===== src/rtl/idt_lookup_pkg.sv =====
package idt_lookup_pkg;

   typedef enum logic [1:0] {
      SRC_HWIRQ  = 2'd0,
      SRC_EXCEPT = 2'd1,
      SRC_SOFT   = 2'd2,
      SRC_RSVD   = 2'd3
   } src_e;

   localparam logic [7:0] VEC_NOT_PRESENT = 8'd11;
   localparam logic [7:0] VEC_PROT        = 8'd13;
   localparam logic [3:0] GATE_INTR       = 4'hE;
   localparam logic [3:0] GATE_TRAP       = 4'hF;

   typedef struct packed {
      logic        fault;
      logic [7:0]  fvec;
      logic [15:0] err;
      logic [63:0] hnd;
      logic [15:0] sel;
      logic [2:0]  ist;
      logic        clr_if;
   } gate_res_t;

   function automatic logic [15:0] err_of(input logic [7:0] v);
      return {5'b0, v, 3'b010};
   endfunction

   function automatic gate_res_t fault_res(input logic [7:0] fv, input logic [15:0] ec);
      gate_res_t r;
      r       = '0;
      r.fault = 1'b1;
      r.fvec  = fv;
      r.err   = ec;
      return r;
   endfunction

endpackage


===== src/rtl/idt_fetch_ctrl.sv =====
module idt_fetch_ctrl #(
   parameter int VEC_W   = 8,
   parameter int ADDR_W  = 64,
   parameter int LIMIT_W = 16,
   parameter int REAL_EN = 1
) (
   input  logic               clk,
   input  logic               rst,
   input  logic               req_valid,
   output logic               req_ready,
   input  logic [VEC_W-1:0]   req_vector,
   input  logic [1:0]         req_src,
   input  logic [1:0]         req_cpl,
   input  logic               req_real,
   input  logic [ADDR_W-1:0]  tbl_base,
   input  logic [LIMIT_W-1:0] tbl_limit,
   output logic               rd_req,
   output logic [ADDR_W-1:0]  rd_addr,
   input  logic               rd_ack,
   input  logic [63:0]        rd_data,
   output logic [63:0]        lo_q,
   output logic [VEC_W-1:0]   vec_q,
   output logic [1:0]         src_q,
   output logic [1:0]         cpl_q,
   output logic               fin_desc,
   output logic               fin_real,
   output logic               fin_limit
);

   typedef enum logic [1:0] {ST_IDLE, ST_LO, ST_HI, ST_RM} st_e;

   st_e               st_q;
   logic [ADDR_W-1:0] base_q;
   logic              real_sel;
   logic              accept;
   logic              beyond;

   generate
      if (REAL_EN != 0) begin : g_real
         assign real_sel = req_real;
      end else begin : g_prot_only
         assign real_sel = 1'b0;
      end
   endgenerate

   assign req_ready = (st_q == ST_IDLE);
   assign accept    = req_valid && req_ready;
   assign beyond    = LIMIT_W'({req_vector, 4'hF}) > tbl_limit;
   assign rd_req    = (st_q != ST_IDLE);

   assign fin_desc  = (st_q == ST_HI) && rd_ack;
   assign fin_real  = (st_q == ST_RM) && rd_ack;
   assign fin_limit = accept && !real_sel && beyond;

   always_comb begin
      case (st_q)
         ST_LO:   rd_addr = base_q + ADDR_W'({vec_q, 4'h0});
         ST_HI:   rd_addr = base_q + ADDR_W'({vec_q, 4'h8});
         ST_RM:   rd_addr = ADDR_W'({vec_q, 2'b00});
         default: rd_addr = '0;
      endcase
   end

   always_ff @(posedge clk) begin
      if (rst) begin
         st_q   <= ST_IDLE;
         base_q <= '0;
         vec_q  <= '0;
         src_q  <= '0;
         cpl_q  <= '0;
         lo_q   <= '0;
      end else begin
         case (st_q)
            ST_IDLE: begin
               if (accept) begin
                  vec_q  <= req_vector;
                  src_q  <= req_src;
                  cpl_q  <= req_cpl;
                  base_q <= tbl_base;
                  if (real_sel)    st_q <= ST_RM;
                  else if (beyond) st_q <= ST_IDLE;
                  else             st_q <= ST_LO;
               end
            end
            ST_LO: begin
               if (rd_ack) begin
                  lo_q <= rd_data;
                  st_q <= ST_HI;
               end
            end
            ST_HI:   if (rd_ack) st_q <= ST_IDLE;
            ST_RM:   if (rd_ack) st_q <= ST_IDLE;
            default: st_q <= ST_IDLE;
         endcase
      end
   end

endmodule


===== src/rtl/idt_gate_decode.sv =====
module idt_gate_decode
   import idt_lookup_pkg::*;
#(
   parameter int VEC_W = 8
) (
   input  logic [63:0]      lo,
   input  logic [63:0]      hi,
   input  logic [VEC_W-1:0] vec,
   input  logic [1:0]       src,
   input  logic [1:0]       cpl,
   output gate_res_t        res
);

   logic        present;
   logic [1:0]  dpl;
   logic [3:0]  gtype;
   logic        type_ok;
   logic        priv_ok;
   logic [15:0] ecode;
   logic        unused_rsvd;

   assign present     = lo[47];
   assign dpl         = lo[46:45];
   assign gtype       = lo[43:40];
   assign type_ok     = (gtype == GATE_INTR) || (gtype == GATE_TRAP);
   assign priv_ok     = (src != SRC_SOFT) || (cpl <= dpl);
   assign ecode       = err_of(8'(vec));
   assign unused_rsvd = ^{lo[39:35], lo[44], hi[63:32]};

   always_comb begin
      res = '0;
      if (!type_ok || !priv_ok) begin
         res = fault_res(VEC_PROT, ecode);
      end else if (!present) begin
         res = fault_res(VEC_NOT_PRESENT, ecode);
      end else begin
         res.hnd    = {hi[31:0], lo[63:48], lo[15:0]};
         res.sel    = lo[31:16];
         res.ist    = lo[34:32];
         res.clr_if = (gtype == GATE_INTR);
      end
   end

endmodule


===== src/rtl/idt_realmode_decode.sv =====
module idt_realmode_decode
   import idt_lookup_pkg::*;
(
   input  logic [31:0] word,
   output gate_res_t   res
);

   logic [15:0] seg;
   logic [15:0] ofs;

   assign seg = word[31:16];
   assign ofs = word[15:0];

   always_comb begin
      res        = '0;
      res.hnd    = 64'({seg, 4'h0}) + 64'(ofs);
      res.sel    = seg;
      res.clr_if = 1'b1;
   end

endmodule


===== src/rtl/idt_gate_lookup.sv =====
module idt_gate_lookup
   import idt_lookup_pkg::*;
#(
   parameter int VEC_W   = 8,
   parameter int ADDR_W  = 64,
   parameter int LIMIT_W = 16,
   parameter int REAL_EN = 1
) (
   input  logic               clk,
   input  logic               rst,
   input  logic               req_valid,
   output logic               req_ready,
   input  logic [VEC_W-1:0]   req_vector,
   input  logic [1:0]         req_src,
   input  logic [1:0]         req_cpl,
   input  logic               req_real,
   input  logic [ADDR_W-1:0]  tbl_base,
   input  logic [LIMIT_W-1:0] tbl_limit,
   output logic               rd_req,
   output logic [ADDR_W-1:0]  rd_addr,
   input  logic               rd_ack,
   input  logic [63:0]        rd_data,
   output logic               done,
   output logic               fault,
   output logic [7:0]         fault_vec,
   output logic [15:0]        err_code,
   output logic [63:0]        handler,
   output logic [15:0]        selector,
   output logic [2:0]         stack_idx,
   output logic               clear_if
);

   generate
      if (VEC_W < 1 || VEC_W > 8) begin : g_bad_vec
         $error("VEC_W must lie in 1..8");
      end
      if (LIMIT_W < VEC_W + 4) begin : g_bad_limit
         $error("LIMIT_W must cover a full table of VEC_W vectors");
      end
      if (ADDR_W < VEC_W + 5 || ADDR_W > 64) begin : g_bad_addr
         $error("ADDR_W out of range");
      end
   endgenerate

   logic [63:0]      lo_q;
   logic [VEC_W-1:0] vec_q;
   logic [1:0]       src_q;
   logic [1:0]       cpl_q;
   logic             fin_desc;
   logic             fin_real;
   logic             fin_limit;
   gate_res_t        desc_res;
   gate_res_t        rm_res;
   gate_res_t        res_q;
   logic             done_q;

   idt_fetch_ctrl #(
      .VEC_W(VEC_W), .ADDR_W(ADDR_W), .LIMIT_W(LIMIT_W), .REAL_EN(REAL_EN)
   ) u_ctrl (
      .clk(clk), .rst(rst),
      .req_valid(req_valid), .req_ready(req_ready),
      .req_vector(req_vector), .req_src(req_src), .req_cpl(req_cpl),
      .req_real(req_real), .tbl_base(tbl_base), .tbl_limit(tbl_limit),
      .rd_req(rd_req), .rd_addr(rd_addr), .rd_ack(rd_ack), .rd_data(rd_data),
      .lo_q(lo_q), .vec_q(vec_q), .src_q(src_q), .cpl_q(cpl_q),
      .fin_desc(fin_desc), .fin_real(fin_real), .fin_limit(fin_limit)
   );

   idt_gate_decode #(.VEC_W(VEC_W)) u_dec (
      .lo(lo_q), .hi(rd_data), .vec(vec_q), .src(src_q), .cpl(cpl_q),
      .res(desc_res)
   );

   generate
      if (REAL_EN != 0) begin : g_rm_dec
         idt_realmode_decode u_rm (.word(rd_data[31:0]), .res(rm_res));
      end else begin : g_rm_none
         assign rm_res = '0;
      end
   endgenerate

   always_ff @(posedge clk) begin
      if (rst) begin
         done_q <= 1'b0;
         res_q  <= '0;
      end else begin
         done_q <= fin_desc || fin_real || fin_limit;
         if (fin_limit)     res_q <= fault_res(VEC_PROT, err_of(8'(req_vector)));
         else if (fin_desc) res_q <= desc_res;
         else if (fin_real) res_q <= rm_res;
      end
   end

   assign done      = done_q;
   assign fault     = res_q.fault;
   assign fault_vec = res_q.fvec;
   assign err_code  = res_q.err;
   assign handler   = res_q.hnd;
   assign selector  = res_q.sel;
   assign stack_idx = res_q.ist;
   assign clear_if  = res_q.clr_if;

endmodule


===== config.mk =====
export PLATFORM = sky130hd
export DESIGN_NAME = idt_gate_lookup
export DESIGN_NICKNAME = d
export VERILOG_FILES = /design/src/rtl/idt_lookup_pkg.sv /design/src/rtl/idt_fetch_ctrl.sv /design/src/rtl/idt_gate_decode.sv /design/src/rtl/idt_realmode_decode.sv /design/src/rtl/idt_gate_lookup.sv
export SDC_FILE = /design/constraint.sdc
export NUM_CORES = 1
export LEC_CHECK = 0
export BUFFER_PORTS_ARGS = -buffer_cell sky130_fd_sc_hd__buf_2
export CAP_MARGIN = 30
export CORE_MARGIN = 2
export CORE_UTILIZATION = 40
export CTS_CLUSTER_DIAMETER = 120
export CTS_CLUSTER_SIZE = 14
export DETAILED_ROUTE_END_ITERATION = 8
export GPL_TIMING_DRIVEN = 1
export PLACE_DENSITY_LB_ADDON = 0.15
export SLEW_MARGIN = 40
export SYNTH_ARGS = -nofsm -noshare
export SYNTH_HDL_FRONTEND = slang
export SYNTH_HIERARCHICAL = 1
export SYNTH_SLANG_ARGS = --single-unit

===== constraint.sdc =====
create_clock -name clk -period 3.9 [get_ports clk]
set_clock_uncertainty 0.1 [all_clocks]
set_input_delay 0.585 -clock clk [delete_from_list [all_inputs] [get_ports clk]]
set_output_delay 0.585 -clock clk [all_outputs]
set_load 0.01 [all_outputs]

== Word level (Yosys, flattened, before mapping) ==
Index checks and enable logic that the tools add are counted.
Cells by class
  divide/modulo/power cells: 0
  magnitude comparators: 2
  equal/unequal tests: 9
  bitwise logic cells: 0
  reductions and logical operators: 22
  shift operators: 0
  multiplexer cells: 13
  multipliers: 0
  $add $sub $neg: 3
Operator list (count)
  $mux 109: 4
  $pmux 64 s3: 1
  $add 64x12->64: 2
  $mux 84: 1
  $mux 25: 1
  $add 20x16->21: 1
  $gt 12x16->1: 1
  $eq 4x4->1 const B: 2
  $mux 2: 4
  $ne 2x2->1 const B: 3
  $pmux 2 s3: 1
  $logic_and 1x1->1: 5
  $logic_or 1x1->1: 5
  $eq 2x2->1 const B: 2
  $reduce_and 2->1: 2
  $reduce_bool 2->1: 2
  $reduce_or 2->1: 2
  $logic_not 1->1: 3
  $reduce_and 3->1: 1
  $reduce_bool 3->1: 1
  $eq 2x1->1 const B: 1
  $le 2x2->1: 1
  $logic_not 2->1: 1
  $ne 2x1->1 const B: 1
  $mux 1: 1
Storage, ports and cells
  input port bits: 161
  bits in latches: 0
  RAM bits: 0
  logic and storage cells: 65
  memories: 0
  bits in registers: 252
  output and inout bits: 176
  bits in read-only memories: 0

== Longest topological paths before layout ==
  depth in word-level cells: 7
  mapped depth: 13
  gate-level depth less buffers: 11

== Modules after synthesis ==
The synthesis kept the hierarchy.
Modules (own cells, without submodules)
  idt_fetch_ctrl: times used 1, cells each 1229, area an instance 8607.0 sq um
  idt_gate_lookup: times used 1, cells each 506, area an instance 5270.1 sq um
  idt_realmode_decode: times used 1, cells each 174, area an instance 1351.3 sq um
  idt_gate_decode: times used 1, cells each 140, area an instance 1263.7 sq um

== Least setup slack after synthesis ==
Ideal clock, no wire load.
  kind: register to output
  start point: reg u_ctrl.vec_q[0]
  end point: out rd_addr[52]
  required time: 3215 ps
  cell stages (with the launch flop): 9
  buffers on the path: 0
  slack: 727 ps
  arrival: 2488 ps
  cells stage by stage: dfxtp_1 -> ha_1 -> fa_1 -> a21o_1 -> a221oi_1 -> o2bb2ai_1 -> a32oi_1 -> nor3_1 -> a211o_1
Between the ends
  word-level cells in the longest chain between the ends: 2
RTL lines
  start, declared: line idt_fetch_ctrl.sv:22  | output logic [VEC_W-1:0] vec_q,
  start signal, assigned: line idt_fetch_ctrl.sv:76  | vec_q <= req_vector;
  $add 64x12->64 (on tied branches): line idt_fetch_ctrl.sv:58, idt_fetch_ctrl.sv:57
  $pmux 64 s3 *: line idt_fetch_ctrl.sv:56  | case (st_q)
  end, declared: line idt_gate_lookup.sv:20  | output logic [ADDR_W-1:0] rd_addr,
Mark *: on every way between the ends. The rest lies on a longest branch, timed or not.

== Final worst setup path ==
  start point: reg u_ctrl.vec_q[0]
  end point: out rd_addr[60]
Same word-level chain as after synthesis.

==> results.json <==
{
  "viasPerCell": 5.416,
  "start_util_pct": 40.74,
  "ys_warn_count": 6,
  "fmax_mhz": 265.0,
  "slew_headroom_pct": 39.48,
  "cp_num_cells": 11,
  "hpwl_microns": 39900,
  "syn2layout_area_growth_pct": 15.82,
  "final_util_pct": 47.18,
  "maxCapViolations": 0,
  "syn_inst": 2025,
  "num_vias": 15218,
  "worst_pin_slew_ns": 0.9078,
  "clk_latency_ns": 0.53,
  "cp_slowest_cell": "fa_2",
  "finalSetupViolCount": 0,
  "crit_buf_inv": 3,
  "drt_iter0_drc": 953,
  "r2r_slack_ns": 1.28,
  "drv_slew": 0,
  "ir_drop_mv": 0.2531,
  "p_per_area_nw_per_um2": 310.1,
  "hold_class": "input pin to flip-flop",
  "rows": 73,
  "fp.dieW_microns": 205.8,
  "die_h_microns": 205.8,
  "fin_setup_tns_ns": 0,
  "fillers": 4105,
  "grt_max_degree": 151,
  "final_common_cell": "nand2_1",
  "r2r-end": "u_ctrl/lo_q[21]$_SDFFE_PP0P_",
  "period_needed_ns": 3.774,
  "r2r_cells": 6,
  "wl_microns": 54950,
  "place_congestion": 0.9146,
  "critPathLaunchType": "flip-flop",
  "required_ns": 3.21,
  "critical_path_arrival_ns": 3.09,
  "grt_pass1_wl_microns": 83620,
  "wire_per_inst_microns": 19.56,
  "cts_buffer_depth": 3,
  "grt-ovfl-total": 0,
  "p_leak_nw": 7.514,
  "cts_sinks": 246,
  "final_cell_mix": "nand2_1, buf_2, dfxtp_1",
  "io_pins": 337,
  "crit_start": "u_ctrl/vec_q[0]$_SDFFE_PP0P_",
  "drtAntennaViolNets": 0,
  "max_stage_delay_ns": 0.40,
  "dieArea_sq_um": 42370,
  "crit_top_cell": "buf_4",
  "critPathCaptureType": "output port",
  "syn_area_sq_um": 16300,
  "timing.final.crit_share_pct": 96.76,
  "first_pass_iters": 5,
  "drc_errors": 0,
  "critPathKind": "flip-flop to output port",
  "cts_buffers": 21,
  "status": "finished, final reports clean",
  "postCtsHoldBufs": 0,
  "path_delay_family": "compound AO/OA/AOI/OAI gates",
  "path_cells": "ha_2 > fa_2 > a21o_1 > a221oi_1 > buf_4 > o2bb2ai_2 > a32oi_1 > buf_4 > or3_1 > nand3_1 > buf_2",
  "crit_end": "rd_addr[60]",
  "avgSynthCellArea_sq_um": 8.048,
  "grt_pass1_vias": 14390,
  "hold_violations": 0,
  "cts_tree": "yes",
  "htreeDepth": 1,
  "final_net_count": 2472,
  "design.core.area_sq_um": 40010,
  "worst-path-max-fanout": 5,
  "clkTransAtPathRegs_ns": 0.07,
  "drive_gt1_share_pct": 28.86,
  "cts_root_buffer": "clkbuf_16",
  "portBuffers": 330,
  "antenna_found_initial": 9,
  "worstReg2RegStart": "u_ctrl/st_q[0]$_SDFFE_PP0P_",
  "grt_usage_pct": 25.07
}
==> final cells by class <==
type                    count  area (sq um)  share of cell area (%)
multi-input cells        1572         10200                   54.02
flip-flops and latches    246          4932                   26.13
repair buffers            401          2366                   12.53
well taps                 525         656.9                   3.480
clock buffers              24         566.8                   3.003
inverters                  36         135.1                  0.7159
diodes                      5         12.51                 0.06629
clock inverters             1         8.758                 0.04640
==> how the worst min path moves through the flow <==
| stage | to | cells after the start | startpoint |
|---|---|---|---|
| floorplan | u_ctrl/lo_q[48]$_SDFFE_PP0P_ | 2 | u_ctrl/lo_q[48]$_SDFFE_PP0P_ |
| global placement | u_ctrl/lo_q[59]$_SDFFE_PP0P_ | 2 | u_ctrl/lo_q[59]$_SDFFE_PP0P_ |
| detailed placement | u_ctrl/lo_q[28]$_SDFFE_PP0P_ | 2 | u_ctrl/lo_q[28]$_SDFFE_PP0P_ |
| CTS | u_ctrl/base_q[11]$_SDFFE_PP0P_ | 3 | tbl_base[11] |
| global route | u_ctrl/base_q[17]$_SDFFE_PP0P_ | 3 | tbl_base[17] |
| finish | u_ctrl/base_q[21]$_SDFFE_PP0P_ | 3 | tbl_base[21] |
==> registers in the layout (all words and copies together) (netlist names), 2 cells and up <==
signal         flops
u_ctrl/st_q        2
u_ctrl/vec_q       8
fault_vec          8
handler           64
err_code          16
u_ctrl/cpl_q       2
u_ctrl/lo_q       58
selector          16
u_ctrl/base_q     64
stack_idx          3
u_ctrl/src_q       2
==> where the power goes <==
part | switching [mW] | leakage (nW) | internal [mW]
Combinational | 0.676 | 5.23 | 0.461
Sequential | 0.125 | 2.00 | 2.62
Clock | 0.957 | 0.285 | 1.02
==> per-layer routing <==
layer	global-route usage, %	part of all wire, %	up-vias
met5	0	0.093	-
met2	38.95	44	478
met4	7.500	2.8	8
li1	-	-	7413
met3	4.609	6.5	77
met1	35.20	46	7242
==> tightest hold or removal path: cells and delay by family <==
kind	cells	cell delay (ns)
buffers and inverters	1	0.09
AOI/OAI and AO/OA	1	0.05
and+or+nand+nor	1	0.05
==> stage by stage <==
stage / hold WS, ns / std cells / total power, mW / area (sq um) / setup slack (ns)
after floorplan: 0.3306 / 2105 / 3.538 / 16600 / 0.7269
after global placement: 0.3366 / 2771 / 3.882 / 17940 / 0.3449
after detailed placement: 0.3418 / 2773 / 3.899 / 17980 / 0.3596
after CTS: 0.1580 / 2799 / 5.893 / 18650 / 0.01468
after global routing: 0.1623 / 2808 / 6.136 / 18870 / -0.009381
final: 0.1793 / 2810 / 5.854 / 18880 / 0.1263
==> timing repair <==
item | CTS | global route
endpoints found under the setup margin | 29 | 45
setup buffers | 1 | 6
resized for setup | 17 | 34
pin swaps | 1 | 6
(Power assumes the default switching activity.)
